### src/rtl/ide_irq_pkg.sv
package ide_irq_pkg;
   localparam int unsigned DATA_W = 8;

   typedef enum logic [1:0] {
      HIT_NONE = 2'd0,
      HIT_CTRL = 2'd1,
      HIT_STAT = 2'd2
   } hit_kind_e;

   function automatic logic [31:0] ch_offset(input logic [31:0] base,
                                             input logic [31:0] stride,
                                             input int unsigned idx);
      return base + stride * idx;
   endfunction
endpackage

### src/rtl/ide_irq_sync.sv
module ide_irq_sync #(
   parameter int unsigned WIDTH  = 2,
   parameter int unsigned STAGES = 2
) (
   input  logic             clk_i,
   input  logic             rst_ni,
   input  logic [WIDTH-1:0] d_i,
   output logic [WIDTH-1:0] q_o
);
   initial begin
      if (STAGES < 2) $error("ide_irq_sync: STAGES must be at least 2");
      if (WIDTH < 1)  $error("ide_irq_sync: WIDTH must be at least 1");
   end

   logic [WIDTH-1:0] stage_q [STAGES];

   genvar s;
   generate
      for (s = 0; s < STAGES; s++) begin : g_stage
         if (s == 0) begin : g_first
            always_ff @(posedge clk_i or negedge rst_ni) begin
               if (!rst_ni) stage_q[0] <= '0;
               else         stage_q[0] <= d_i;
            end
         end else begin : g_rest
            always_ff @(posedge clk_i or negedge rst_ni) begin
               if (!rst_ni) stage_q[s] <= '0;
               else         stage_q[s] <= stage_q[s-1];
            end
         end
      end
   endgenerate

   assign q_o = stage_q[STAGES-1];
endmodule

### src/rtl/ide_irq_decode.sv
module ide_irq_decode
   import ide_irq_pkg::*;
#(
   parameter int unsigned N_CH      = 2,
   parameter int unsigned ADDR_W    = 16,
   parameter logic [31:0] CTRL_BASE = 32'h2200,
   parameter logic [31:0] STAT_BASE = 32'h2290,
   parameter logic [31:0] CH_STRIDE = 32'h1000
) (
   input  logic [ADDR_W-1:0] addr_i,
   output logic [N_CH-1:0]   ctrl_hit_o,
   output logic [N_CH-1:0]   stat_hit_o
);
   initial begin
      if (N_CH < 1) $error("ide_irq_decode: N_CH must be at least 1");
      if (ADDR_W > 32 || ADDR_W < 1) $error("ide_irq_decode: ADDR_W out of range");
      if (CTRL_BASE == STAT_BASE) $error("ide_irq_decode: control and status overlap");
      if (64'(ch_offset(CTRL_BASE, CH_STRIDE, N_CH-1)) >= (64'd1 << ADDR_W))
         $error("ide_irq_decode: offsets exceed address space");
   end

   genvar c;
   generate
      for (c = 0; c < N_CH; c++) begin : g_ch
         localparam logic [31:0] CTRL_OFF = ch_offset(CTRL_BASE, CH_STRIDE, c);
         localparam logic [31:0] STAT_OFF = ch_offset(STAT_BASE, CH_STRIDE, c);
         assign ctrl_hit_o[c] = (addr_i == CTRL_OFF[ADDR_W-1:0]);
         assign stat_hit_o[c] = (addr_i == STAT_OFF[ADDR_W-1:0]);
      end
   endgenerate
endmodule

### src/rtl/ide_irq_channel.sv
module ide_irq_channel (
   input  logic clk_i,
   input  logic rst_ni,
   input  logic ctrl_hit_i,
   input  logic rd_i,
   input  logic wr_i,
   input  logic sync_irq_i,
   output logic en_o,
   output logic gated_o
);
   logic en_q;

   always_ff @(posedge clk_i or negedge rst_ni) begin
      if (!rst_ni)                  en_q <= 1'b0;
      else if (ctrl_hit_i && rd_i)  en_q <= 1'b0;
      else if (ctrl_hit_i && wr_i)  en_q <= 1'b1;
   end

   assign en_o    = en_q;
   assign gated_o = en_q & sync_irq_i;

   AST_RD_DISARMS: assert property (@(posedge clk_i) disable iff (!rst_ni)
      (ctrl_hit_i && rd_i) |=> !en_q);
   AST_WR_ARMS: assert property (@(posedge clk_i) disable iff (!rst_ni)
      (ctrl_hit_i && wr_i && !rd_i) |=> en_q);
   AST_EN_HOLDS: assert property (@(posedge clk_i) disable iff (!rst_ni)
      !ctrl_hit_i |=> $stable(en_q));
endmodule

### src/rtl/ide_irq_gate.sv
module ide_irq_gate
   import ide_irq_pkg::*;
#(
   parameter int unsigned N_CH      = 2,
   parameter int unsigned ADDR_W    = 16,
   parameter int unsigned SYNC_STG  = 2,
   parameter logic [31:0] CTRL_BASE = 32'h2200,
   parameter logic [31:0] STAT_BASE = 32'h2290,
   parameter logic [31:0] CH_STRIDE = 32'h1000
) (
   input  logic              clk_i,
   input  logic              rst_ni,
   input  logic [ADDR_W-1:0] addr_i,
   input  logic              rd_i,
   input  logic              wr_i,
   input  logic [7:0]        wdata_i,
   output logic [7:0]        rdata_o,
   input  logic [N_CH-1:0]   raw_irq_i,
   output logic              irq_o,
   output logic              pend_o
);
   localparam int unsigned RD_W = DATA_W;

   initial begin
      if (N_CH > 16) $error("ide_irq_gate: N_CH above 16 not supported");
   end

   logic [N_CH-1:0] ctrl_hit, stat_hit, sync_irq, en, gated;
   logic            irq_q;
   logic [RD_W-1:0] rd_mux;
   logic            unused_wdata;

   assign unused_wdata = ^wdata_i;

   ide_irq_sync #(.WIDTH(N_CH), .STAGES(SYNC_STG)) i_sync (
      .clk_i (clk_i), .rst_ni(rst_ni), .d_i(raw_irq_i), .q_o(sync_irq));

   ide_irq_decode #(
      .N_CH(N_CH), .ADDR_W(ADDR_W), .CTRL_BASE(CTRL_BASE),
      .STAT_BASE(STAT_BASE), .CH_STRIDE(CH_STRIDE)
   ) i_dec (
      .addr_i(addr_i), .ctrl_hit_o(ctrl_hit), .stat_hit_o(stat_hit));

   genvar c;
   generate
      for (c = 0; c < N_CH; c++) begin : g_ch
         ide_irq_channel i_ch (
            .clk_i     (clk_i),
            .rst_ni    (rst_ni),
            .ctrl_hit_i(ctrl_hit[c]),
            .rd_i      (rd_i),
            .wr_i      (wr_i),
            .sync_irq_i(sync_irq[c]),
            .en_o      (en[c]),
            .gated_o   (gated[c]));
      end
   endgenerate

   always_comb begin
      rd_mux = '0;
      if (rd_i) begin
         for (int k = 0; k < N_CH; k++) begin
            if (stat_hit[k]) rd_mux[0] = sync_irq[k];
         end
      end
   end
   assign rdata_o = rd_mux;

   always_ff @(posedge clk_i or negedge rst_ni) begin
      if (!rst_ni) irq_q <= 1'b0;
      else         irq_q <= |gated;
   end
   assign irq_o  = irq_q;
   assign pend_o = |sync_irq;

   AST_IRQ_NEEDS_EN: assert property (@(posedge clk_i) disable iff (!rst_ni)
      irq_q |-> $past(|(en & sync_irq)));
   AST_NO_IRQ_DISARMED: assert property (@(posedge clk_i) disable iff (!rst_ni)
      (en == '0) |=> !irq_q);
   AST_RDATA_HIGH_ZERO: assert property (@(posedge clk_i) disable iff (!rst_ni)
      rdata_o[7:1] == '0);
   AST_IDLE_RDATA: assert property (@(posedge clk_i) disable iff (!rst_ni)
      (!rd_i || stat_hit == '0) |-> rdata_o == '0);
   AST_PEND_FOLLOWS: assert property (@(posedge clk_i) disable iff (!rst_ni)
      pend_o |-> (sync_irq != '0));
endmodule

### config.mk
export PLATFORM = sky130hd
export DESIGN_NAME = ide_irq_gate
export DESIGN_NICKNAME = d
export VERILOG_FILES = /design/src/rtl/ide_irq_pkg.sv /design/src/rtl/ide_irq_sync.sv /design/src/rtl/ide_irq_decode.sv /design/src/rtl/ide_irq_channel.sv /design/src/rtl/ide_irq_gate.sv
export SDC_FILE = /design/constraint.sdc
export NUM_CORES = 1
export LEC_CHECK = 0
export ABC_AREA = 1
export BUFFER_PORTS_ARGS = -buffer_cell sky130_fd_sc_hd__buf_2
export CAP_MARGIN = 20
export CELL_PAD_IN_SITES_DETAIL_PLACEMENT = 1
export CELL_PAD_IN_SITES_GLOBAL_PLACEMENT = 2
export CORE_MARGIN = 2
export CORE_UTILIZATION = 16
export CTS_CLUSTER_SIZE = 14
export DETAILED_ROUTE_END_ITERATION = 12
export PLACE_DENSITY_LB_ADDON = 0.1
export SLEW_MARGIN = 20
export SYNTH_ARGS = -nofsm -noshare
export SYNTH_HDL_FRONTEND = slang
export SYNTH_SLANG_ARGS = --single-unit
### constraint.sdc
create_clock -name clk_i -period 0.8 [get_ports clk_i]
set_input_delay 0 -clock clk_i [delete_from_list [all_inputs] [get_ports clk_i]]
set_output_delay 0 -clock clk_i [all_outputs]
set_load 0.03 [all_outputs]
-- Yosys cells after proc, flatten, opt, wreduce, memory -nomap -nowiden
Index checks and enable logic that the tools add are counted.
W data, S select, Z words.
- input port bits: 30
- register bits after elaboration: 7
- word-level logic and storage cells: 26
- reductions and logical operators: 8
- bitwise logic cells: 2
- multiplexer cells: 7
- eq/ne operators: 4
- operators by type and width (kind ; number):
    $eq A16 B14 Y1 const B ; 4
    $mux W1 ; 7
    $logic_and A1 B1 Y1 ; 4
    $reduce_bool A2 Y1 ; 2
    $reduce_or A2 Y1 ; 2
    $and A1 B1 Y1 ; 2

-- Depth between registers and ports, before layout
Gate-level depths: netlist (run 1).
- depth after elaboration: 4
- gate-level depth with buffers: 8
- depth with buffers taken out: 8

-- By module
Synthesis (run 1) repeated with hierarchy kept, for this count alone.
- cell total of the unflattened synthesis: 78
- area total of the unflattened synthesis: 486.7 um^2
- by module, submodules not included (module ; area an instance (um^2) ; cells each ; instances):
    ide_irq_decode ; 147.6 ; 38 ; 1
    ide_irq_sync ; 115.1 ; 6 ; 1
    ide_irq_gate ; 113.9 ; 16 ; 1
    ide_irq_channel ; 55.1 ; 9 ; 2

-- Worst setup path after synthesis (run 1)
No wires, ideal clock.
- kind: register to output
- from: register i_sync.stage_q (netlist bit i_sync.q_o[1])
- to: output rdata_o[0]
- buffers on the path: 0
- stages on the path, launching flop included: 5
- slack: -68 ps
- arrival time: 868 ps
- required time: 800 ps
- path through: dfrtp_1 -> inv_1 -> nand2_1 -> nand2_1 -> nor2_1
- cells in the longest elaborated chain, start to end: 2
- ends and longest elaborated chain (item ; RTL line ; RTL):
    start, declared ; ide_irq_sync.sv:15 ; logic [WIDTH-1:0] stage_q [STAGES];
    start signal, assigned by index ; ide_irq_sync.sv:28 ; else stage_q[s] <= stage_q[s-1];
    $mux W1 ; ide_irq_gate.sv:63 ; if (stat_hit[k]) rd_mux[0] = sync_irq[k];
    $mux W1 ; ide_irq_gate.sv:61 ; if (rd_i) begin
    end, declared ; ide_irq_gate.sv:17 ; output logic [7:0] rdata_o,
Every way passes these cells.

-- Worst setup path after layout (run 1)
Same ends and word-level chain as after synthesis.

==> summary.md, run 1 <==
| Metric | Value |
|---|---|
| Starting density of the core | between 15 and 20% |
| Largest stage delay, worst path | ~0.36 ns |
| Status | finished with violations |
| Kind of start point of the critical path | register |
| DR pass1 iterations | 2 |
| Largest net degree at the start of global routing | 8 |
| Fin worst setup slack | -0.1597 ns |
| R2R setup slack | ~0.10 ns |
| Setup violations, final | 2 |
| PwrDens | ~1300 mW/mm2 |
| Sequential fraction of the synthesis area | around 39% |
| Gr usage total | about 6.8% |
| Leak pwr | 0.3307 nW |
| # port buffers | 24 |
| Synth Instances | 59 |
| Crit path buffers/inverters | 2 |
| Worst reg-to-reg path cell count | 3 |
| Layout cells sized above 1 | 48.89% |
| Post-CTS Setup Bufs | 0 |
| Achievable Freq | 1042 MHz |
| Die area | 0.003256 mm2 |
| Crit path max fanout | 2 |
| Final hold viol count | 0 |
| Setup crit end kind | primary output |
| Worst setup path class | register to primary output |
| Max Clock Skew | 0.005833 ns |
| Reg clk slew, reported paths | roughly 0.05 ns |
| Share of the synthesized area in the top cell type | around two fifths |
| Worst Path Arrival | 0.96 ns |
| Slew Limit Fails | 0 |
| Fin crit period | about 0.96 ns |
| Hold Crit Depth | 3 |
| Layout area overhead | 48.06% |
| First-pass GRT wire length | about 1700 um |
| Fill cells | approximately 350 |
| RSZ-0062 raised after global routing | true |
| CTS Buf Count | 3 |
| CTS Sinks | 7 |
| Clk_lat worst skew | between 0.2 and 0.3 ns |
| Hpwl dp | 900.1 um |
| Die height | 57.06 um |
| Period utilisation layout | 120.0% |
| WL/cell | between 8 and 9 um |
| Syn avg cell area | about 7.6 um2 |
| Min-delay worst type | primary input to register |
| GPL Wtd Cong | 0.6640 |
| Largest area contributor in the netlist | dfrtp_1 |
| Routed wire length | slightly above 1000 um |
| Post-synthesis register bit count | 7 |
| GRT overflow | 0 |
| Detailed-route via count | 438 |
| Num ports | 40 |
| Nets | 121 |
| Number of global-route vias before repair | between 400 and 500 |
| Initial DRC Count | 8 |
| TritonCTS clock tree | built |
| Row count | 19 |
| Library cells used by synthesis | 14 |
| Maximum vdd drop | 0.9736 mV |
| DRC | 0 |
| Placeable Area | between 0.002 and 0.003 mm2 |
| Initial antenna violation count | 0 |
| Worst path required time | approximately 0.8 ns |
| Hold slack | approximately 0.026 ns |
| Die X | 57.06 um |
| Tot Pwr | ~0.88 mW |
| CTS root buf | clkbuf_4 |
| Synth Warn # | 0 |
| CTS HTree Levels | 1 |
| Synth top area cells | dfrtp_1 (39%), buf_4 (12%), inv_1 (7.5%) |
| Top cell by count, worst path | nand2_1 |
| Crit-path cells | inv_2 > nand2_1 > nand2_1 > nor2_2 > buf_6 |
| Violated checks | setup timing |
| Mapped cell area | between 400 and 500 um2 |
| Max cap viols | 0 |
| Antenna fix cells | 0 |
| Via density per instance | roughly 3.6 |
| ANT nets after route | 0 |
| Longest Clk Path Bufs | 2 |
| WP depth | 5 |
| Slowest CP cell | dfrtp_1 |
| CP top delay family | flip-flops |
path summary, 6_finish.rpt:
kind | start | endpoint
worst max register to register | i_sync.q_o[1] | irq_o
worst min-delay path | wr_i | g_ch[1].i_ch.en_o
min in group asynchronous | rst_ni | irq_o
max in group asynchronous | rst_ni | i_sync.stage_q[3]
worst max-delay path | i_sync.q_o[1] | rdata_o[0]
worst min register to register | i_sync.stage_q[2] | i_sync.q_o[0]
synthesized netlist by cell type (all sizes together):
| cell type | count |
|---|---|
| nor2 | 15 |
| nand2 | 12 |
| inv | 10 |
| buf | 7 |
| dfrtp | 7 |
| nand3 | 3 |
| a21oi | 2 |
| conb | 1 |
| nand4 | 1 |
| o22ai | 1 |
cells by family after synthesis:
| logic type | after synthesis | synth area share [%] |
|---|---|---|
| compound gates | 3 | 3.612 |
| other cells | 1 | 0.8325 |
| buf+inv | 17 | 20.00 |
| simple gates | 31 | 36.67 |
| flops | 7 | 38.89 |
placed cells by master, fill, tap and decap left out:
master,count
nand2_1,8
conb_1,7
nor2_1,6
nand2_2,4
buf_6,2
inv_1,8
o22ai_1,1
buf_2,21
nand4_1,1
dfrtp_1,7
buf_4,2
nor2_2,6
a21oi_2,1
inv_2,2
nand3_1,3
clkbuf_1,1
clkbuf_4,3
a21oi_1,1
nor2_4,3
dlygate4sd3_1,3
worst register-to-register path: cells and delay by family (launching register included):
| kind | cells | cell delay (ns) |
|---|---|---|
| buffers and inverters | 2 | 0.16 |
| flip-flops | 1 | 0.36 |
| AO/OA/AOI/OAI | 1 | 0.06 |
metal layers:
metal | vias up | track usage [%] | routed length [um]
li1 | 223 | - | -
met1 | 195 | 7.584 | 430
met2 | 20 | 10.67 | 482
met3 | 0 | 4.308 | 123
met4 | 0 | 1.993 | 0
met5 | - | 0 | 0
power breakdown:
part / total [mW] / internal [mW] / leakage [nW] / switching, mW
Sequential: 0.372 / 0.367 / 0.0744 / 0.00461
Clock: 0.319 / 0.190 / 0.0150 / 0.129
Combinational: 0.188 / 0.0737 / 0.241 / 0.115
repair_timing:
action	in CTS	in global routing
endpoints found under the setup margin	2	3
pin swaps	3	0
gates resized for setup	7	2
hold buffers	3	0
endpoints found under the hold margin	9	0
sequential cells by signal, summed over array words and instances (netlist names):
signal and cells:
i_sync.q_o 2, g_ch.i_ch.en_o 2, irq_o 1, i_sync.stage_q 2
per-stage QoR:
step | std cells | setup TNS [ns] | worst slack (ns) | utilization [%] | instance area (um2)
floorplan | 65 | 0 | 0.05266 | - | 475.5
global placement | 114 | -0.01522 | -0.01522 | 21.75 | 589.3
global route | 121 | -0.4320 | -0.2249 | 24.61 | 666.9
finish | 121 | -0.3108 | -0.1597 | 24.61 | 666.9
CTS | 121 | -0.3495 | -0.1794 | 24.52 | 664.4
detailed placement | 114 | -0.01162 | -0.01162 | 21.75 | 589.3
layout make-up:
cell class / count / area [um2] / share of cell area (%)
Clock buffer: 4 / 26.28 / 3.940
Multi-Input combinational cell: 41 / 216.5 / 32.46
Tap cell: 31 / 38.79 / 5.816
Sequential cell: 7 / 175.2 / 26.27
Inverter: 10 / 37.54 / 5.629
Timing Repair Buffer: 28 / 172.7 / 25.89
Note: power is estimated with default switching activity, not from simulation.
==> run 2, diff against run 1 <==
SKIP_CTS_REPAIR_TIMING = 1   (was not set)
==> run 2 against run 1 <==
Setup slack worse by 0.018 ns. First-iteration DRC count is the same. Critical path type unchanged. Final cell count did not move. The flow still finishes with violations (setup timing). Sequential power about the same. Combinational power hardly changed. Critical path depth down 2. Die area unchanged. Clock-buffer cell count unchanged.
==> summary.md, run 2 (synthesis results as in run 1) <==
| Metric | Value |
|---|---|
| Status | finished with violations (unchanged) |
| Violated checks | setup timing (unchanged) |
| Final Util | 24.61% (unchanged) |
| CTS Buf Count | 3 (unchanged) |
| Setup crit end kind | primary output (unchanged) |
| Comb pwr share | 21.4% (about the same) |
| PwrDens | 1319 mW/mm2 (about the same) |
| P_int | 0.6313 mW (was 0.6314 mW) |
| Hold path startpoint | wr_i (unchanged) |
| Number of global-route vias before repair | 448 (was 461) |
| Row count | 19 (unchanged) |
| Hpwl dp | 900.1 um (unchanged) |
| Fin worst setup slack | -0.1778 ns (was -0.1597 ns) |
| Setup violations, final | 2 (unchanged) |
| Placeable Area | 0.002710 mm2 (unchanged) |
| Reg clk slew, reported paths | 0.05 ns (about the same) |
| Layout area overhead | 48.06% (unchanged) |
| Most frequent cells in the layout | buf_2 (21), inv_1 (8), nand2_1 (8) (unchanged) |
| First-pass GRT wire length | 1690 um (was 1731 um) |
| Starting density of the core | 16.62% (unchanged) |
| Max cap viols | 0 (unchanged) |
| Crit path buffers/inverters | 1 (was 2) |
| Reg-to-reg endpoint | irq_o (unchanged) |
| Fill cells | 346 (was 348) |
| Min-delay worst type | primary input to register (unchanged) |
| Clk_lat worst skew | 0.25 ns (about the same) |
| Initial antenna violation count | 0 (unchanged) |
| Initial DRC Count | 8 (unchanged) |
| CP top delay family | flip-flops (unchanged) |
| Fin crit period | 0.9778 ns (was 0.9597 ns) |
| DRC | 0 (unchanged) |
| Final hold viol count | 0 (unchanged) |
| RSZ-0062 raised after global routing | true (unchanged) |
| Switch Pwr | 0.2481 mW (was 0.2479 mW) |
| TritonCTS clock tree | built (unchanged) |
| Die area | 0.003256 mm2 (unchanged) |
| ANT nets after route | 0 (unchanged) |
| Hold worst-path end | g_ch[1].i_ch.en_o (unchanged) |
| Worst path required time | 0.80 ns (about the same) |
| WL/cell | 8.579 um (was 8.562 um) |
| Crit path max fanout | 2 (unchanged) |
| CTS HTree Levels | 1 (unchanged) |
| GPL Wtd Cong | 0.6640 (unchanged) |
| Longest Clk Path Bufs | 2 (unchanged) |
| Worst setup path class | register to primary output (unchanged) |
| Tot Pwr | 0.8794 mW (was 0.8793 mW) |
| Hold Crit Depth | 3 (unchanged) |
| R2R setup slack | 0.10 ns (about the same) |
| Crit-path cells | a21oi_2 > nor2_2 > buf_6 (was inv_2 > nand2_1 > nand2_1 > nor2_2 > buf_6) |
| Layout cells sized above 1 | 48.89% (unchanged) |
| Seq pwr share | 42.3% (about the same) |
| Largest stage delay, worst path | 0.39 ns (was 0.36 ns) |
| Largest net degree at the start of global routing | 8 (unchanged) |
| Max Clock Skew | 0.005833 ns (unchanged) |
| Slew Limit Fails | 0 (unchanged) |
| Die X | 57.06 um (unchanged) |
| Antenna fix cells | 0 (unchanged) |
| Worst Path Arrival | 0.98 ns (was 0.96 ns) |
| Die height | 57.06 um (unchanged) |
| Worst reg-to-reg path cell count | 3 (unchanged) |
| Num ports | 40 (unchanged) |
| Leak pwr | 0.3309 nW (was 0.3307 nW) |
| Place WS | -0.01162 ns (unchanged) |
| Setup crit start | i_sync.q_o[0] (was i_sync.q_o[1]) |
| Achievable Freq | 1023 MHz (was 1042 MHz) |
| Slowest CP cell | dfrtp_1 (unchanged) |
| Crit Reg-Reg Startpoint | i_sync.q_o[1] (unchanged) |
| DR pass1 iterations | 2 (unchanged) |
| Commonest non-fill, non-tap cell in the layout | buf_2 (unchanged) |
| Kind of start point of the critical path | register (unchanged) |
| Setup TNS | -0.3290 ns (was -0.3108 ns) |
| Hold slack | 0.02642 ns (unchanged) |
| Nets | 121 (unchanged) |
| Clock power frac | 36.3% (about the same) |
| CTS root buf | clkbuf_4 (unchanged) |
| Routed wire length | 1038 um (was 1036 um) |
| Sw Share | 28.21% (was 28.19%) |
| Period utilisation layout | 122.2% (was 120.0%) |
| Detailed-route via count | 438 (unchanged) |
| # port buffers | 24 (unchanged) |
| GRT overflow | 0 (unchanged) |
| Gr usage total | 6.632% (was 6.773%) |
| Via density per instance | 3.620 (unchanged) |
| Maximum vdd drop | 0.9736 mV (about the same) |
| CTS Sinks | 7 (unchanged) |
-- run 2: cell counts in the layout (fill, tap and decap cells not counted) --
Identical to the previous run, type by type.
-- run 2: area by class of cell --
type	count	area (um2)	area share (%)
well taps	31	38.79	5.816
repair buffers	28	172.7	25.89
multi-input cells	41	216.5	32.46
clock buffers	4	26.28	3.940
flip-flops and latches	7	175.2	26.27
inverters	10	37.54	5.629
-- run 2: worst max-delay path by stage --
stage / end / depth (start not counted)
final: rdata_o[0] / 3
after global routing: rdata_o[0] / 5
after CTS: rdata_o[0] / 5
after detailed placement: rdata_o[0] / 7
after global placement: rdata_o[0] / 8
after floorplan: rdata_o[0] / 4
-- run 2: per-stage QoR --
stage	instance area (um2)	instances
after floorplan	475.5	65
after global placement	589.3	114
after detailed placement	589.3	114
after CTS	615.6	118
after global routing	666.9	121
final	666.9	121
-- run 2: worst reg2reg max path: cells and delay by family, from the launching register on --
kind	cells	cell delay, ns
flops	1	0.36
buf+inv	2	0.16
compound gates	1	0.06
-- run 2: power groups by stage --
stage          sequential (mW)  combinational [mW]  clock, mW
2_1_floorplan            0.382               0.113          0
6_report                 0.372               0.188      0.319
5_1_grt                  0.373               0.207      0.354
3_5_place_dp             0.377               0.172          0
3_3_place_gp             0.377               0.172          0
4_1_cts                  0.371               0.173      0.333
-- run 2: routing by layer --
metal	share of wire [%]	track usage [%]	up-vias
li1	-	-	223
met1	42	7.163	195
met2	46	10.67	20
met3	12	4.308	0
met4	0	1.993	0
met5	0	0	-
==> run 3, diff against run 2 <==
SETUP_SLACK_MARGIN = 0.05   (was not set)
==> run 3 against run 2 <==
The flow still finishes with violations (setup timing). Via count unchanged. Power increased by 0.24%. Maximum frequency unchanged. Final cell count unchanged. Global-route usage unchanged. Sequential share of layout area decreased by 0.15 points. Clock-buffer cell count unchanged. Largest power group unchanged.
==> summary.md, run 3 (synthesis results as in run 1) <==
| Metric | Value |
|---|---|
| Crit path max fanout | 2 (unchanged) |
| Routed wire length | 1036 um (was 1038 um) |
| Starting density of the core | 16.62% (unchanged) |
| Die area | 0.003256 mm2 (unchanged) |
| Initial DRC Count | 8 (unchanged) |
| Status | finished with violations (unchanged) |
| Worst path required time | 0.80 ns (about the same) |
| GRT overflow | 0 (unchanged) |
| Die X | 57.06 um (unchanged) |
| Clock power frac | 36.2% (was 36.3%) |
| Max Clock Skew | 0.005833 ns (unchanged) |
| Layout cells sized above 1 | 48.89% (unchanged) |
| CTS Buf Count | 3 (unchanged) |
| Placeable Area | 0.002710 mm2 (unchanged) |
| Switch Pwr | 0.2485 mW (was 0.2481 mW) |
| Num ports | 40 (unchanged) |
| Final Util | 24.75% (was 24.61%) |
| Longest Clk Path Bufs | 2 (unchanged) |
| Setup violations, final | 2 (unchanged) |
| Row count | 19 (unchanged) |
| P_int | 0.6329 mW (was 0.6313 mW) |
| Setup crit end kind | primary output (unchanged) |
| Layout area overhead | 48.89% (was 48.06%) |
| Comb pwr share | 21.5% (was 21.4%) |
| Slew Limit Fails | 0 (unchanged) |
| Gr usage total | 6.632% (unchanged) |
| Period utilisation layout | 122.2% (unchanged) |
| Hold slack | 0.02642 ns (unchanged) |
| Fin worst setup slack | -0.1778 ns (unchanged) |
| DRC | 0 (unchanged) |
| Clk_lat worst skew | 0.25 ns (about the same) |
| Most frequent cells in the layout | buf_2 (21), inv_1 (8), nand2_1 (8) (unchanged) |
| Seq pwr share | 42.3% (about the same) |
| Worst setup path class | register to primary output (unchanged) |
| PwrDens | 1314 mW/mm2 (was 1319 mW/mm2) |
| Max cap viols | 0 (unchanged) |
| Achievable Freq | 1023 MHz (unchanged) |
| CTS root buf | clkbuf_4 (unchanged) |
| Via density per instance | 3.620 (unchanged) |
| Number of global-route vias before repair | 448 (unchanged) |
| Fill cells | 344 (was 346) |
| Final hold viol count | 0 (unchanged) |
| Leak pwr | 0.3324 nW (was 0.3309 nW) |
| Maximum vdd drop | 0.9746 mV (was 0.9736 mV) |
| Antenna fix cells | 0 (unchanged) |
| Placed cells | 114 (unchanged) |
| Kind of start point of the critical path | register (unchanged) |
| Violated checks | setup timing (unchanged) |
| DR pass1 iterations | 2 (unchanged) |
| Reg clk slew, reported paths | 0.05 ns (about the same) |
| Nets | 121 (unchanged) |
| Largest net degree at the start of global routing | 8 (unchanged) |
| WL/cell | 8.562 um (was 8.579 um) |
| ANT nets after route | 0 (unchanged) |
| Die height | 57.06 um (unchanged) |
| Post-route insts no fill | 121 (unchanged) |
| Hpwl dp | 900.1 um (unchanged) |
| Commonest non-fill, non-tap cell in the layout | buf_2 (unchanged) |
| Min-delay worst type | primary input to register (unchanged) |
| RSZ-0062 raised after global routing | true (unchanged) |
| GPL Wtd Cong | 0.6640 (unchanged) |
| CTS Sinks | 7 (unchanged) |
| # port buffers | 24 (unchanged) |
| Sw Share | 28.19% (was 28.21%) |
| CTS HTree Levels | 1 (unchanged) |
| First-pass GRT wire length | 1690 um (unchanged) |
| TritonCTS clock tree | built (unchanged) |
| Fin crit period | 0.9778 ns (unchanged) |
| Worst Path Arrival | 0.98 ns (about the same) |
| Initial antenna violation count | 0 (unchanged) |
| Detailed-route via count | 438 (unchanged) |
[run 3: metal layers]
metal	vias up	GRT usage, %	share of wire (%)	wire (um)
li1	223	-	-	-
met1	195	7.163	42	435
met2	20	10.67	47	482
met3	0	4.308	11	118
met4	0	1.993	0	0
met5	-	0	0	0
[run 3: path summary, 6_finish.rpt]
check	start	to	slack, ns	cells after the start
min in group asynchronous	rst_ni	irq_o	0.10	2
min reg2reg	i_sync.stage_q[2]	i_sync.q_o[0]	0.35	0
min	wr_i	g_ch[1].i_ch.en_o	0.03	3
max	i_sync.q_o[0]	rdata_o[0]	-0.18	3
max reg2reg	i_sync.q_o[1]	irq_o	0.10	3
max in group asynchronous	rst_ni	i_sync.stage_q[3]	0.54	2
[run 3: power groups by stage]
stage                     clock, mW  sequential, mW  combinational [mW]
final                         0.319           0.373               0.190
after global placement            0           0.377               0.172
after detailed placement          0           0.377               0.172
after CTS                     0.333           0.371               0.173
after floorplan                   0           0.382               0.113
after global routing          0.354           0.374               0.209
[run 3: worst max-delay path, cell delays in order, from the launching register on]
cell and delay [ns]:
dfrtp_1 0.39, a21oi_2 0.15, nor2_2 0.05, buf_6 0.13
[run 3: cell type report]
type	count	area (um2)	area share (%)
Tap cell	31	38.79	5.784
Sequential cell	7	175.2	26.12
Clock buffer	4	26.28	3.918
Multi-Input combinational cell	41	216.5	32.28
Timing Repair Buffer	28	176.4	26.31
Inverter	10	37.54	5.597
[run 3: stage by stage]
step / power (mW) / TNS [ns] / setup slack [ns] / cell area, um2
after floorplan: 0.4950 / 0 / 0.05266 / 475.5
after global placement: 0.5492 / -0.01522 / -0.01522 / 589.3
after detailed placement: 0.5496 / -0.01162 / -0.01162 / 589.3
after CTS: 0.8778 / -0.4601 / -0.2413 / 615.6
after global routing: 0.9367 / -0.4320 / -0.2249 / 670.6
final: 0.8815 / -0.3290 / -0.1778 / 670.6
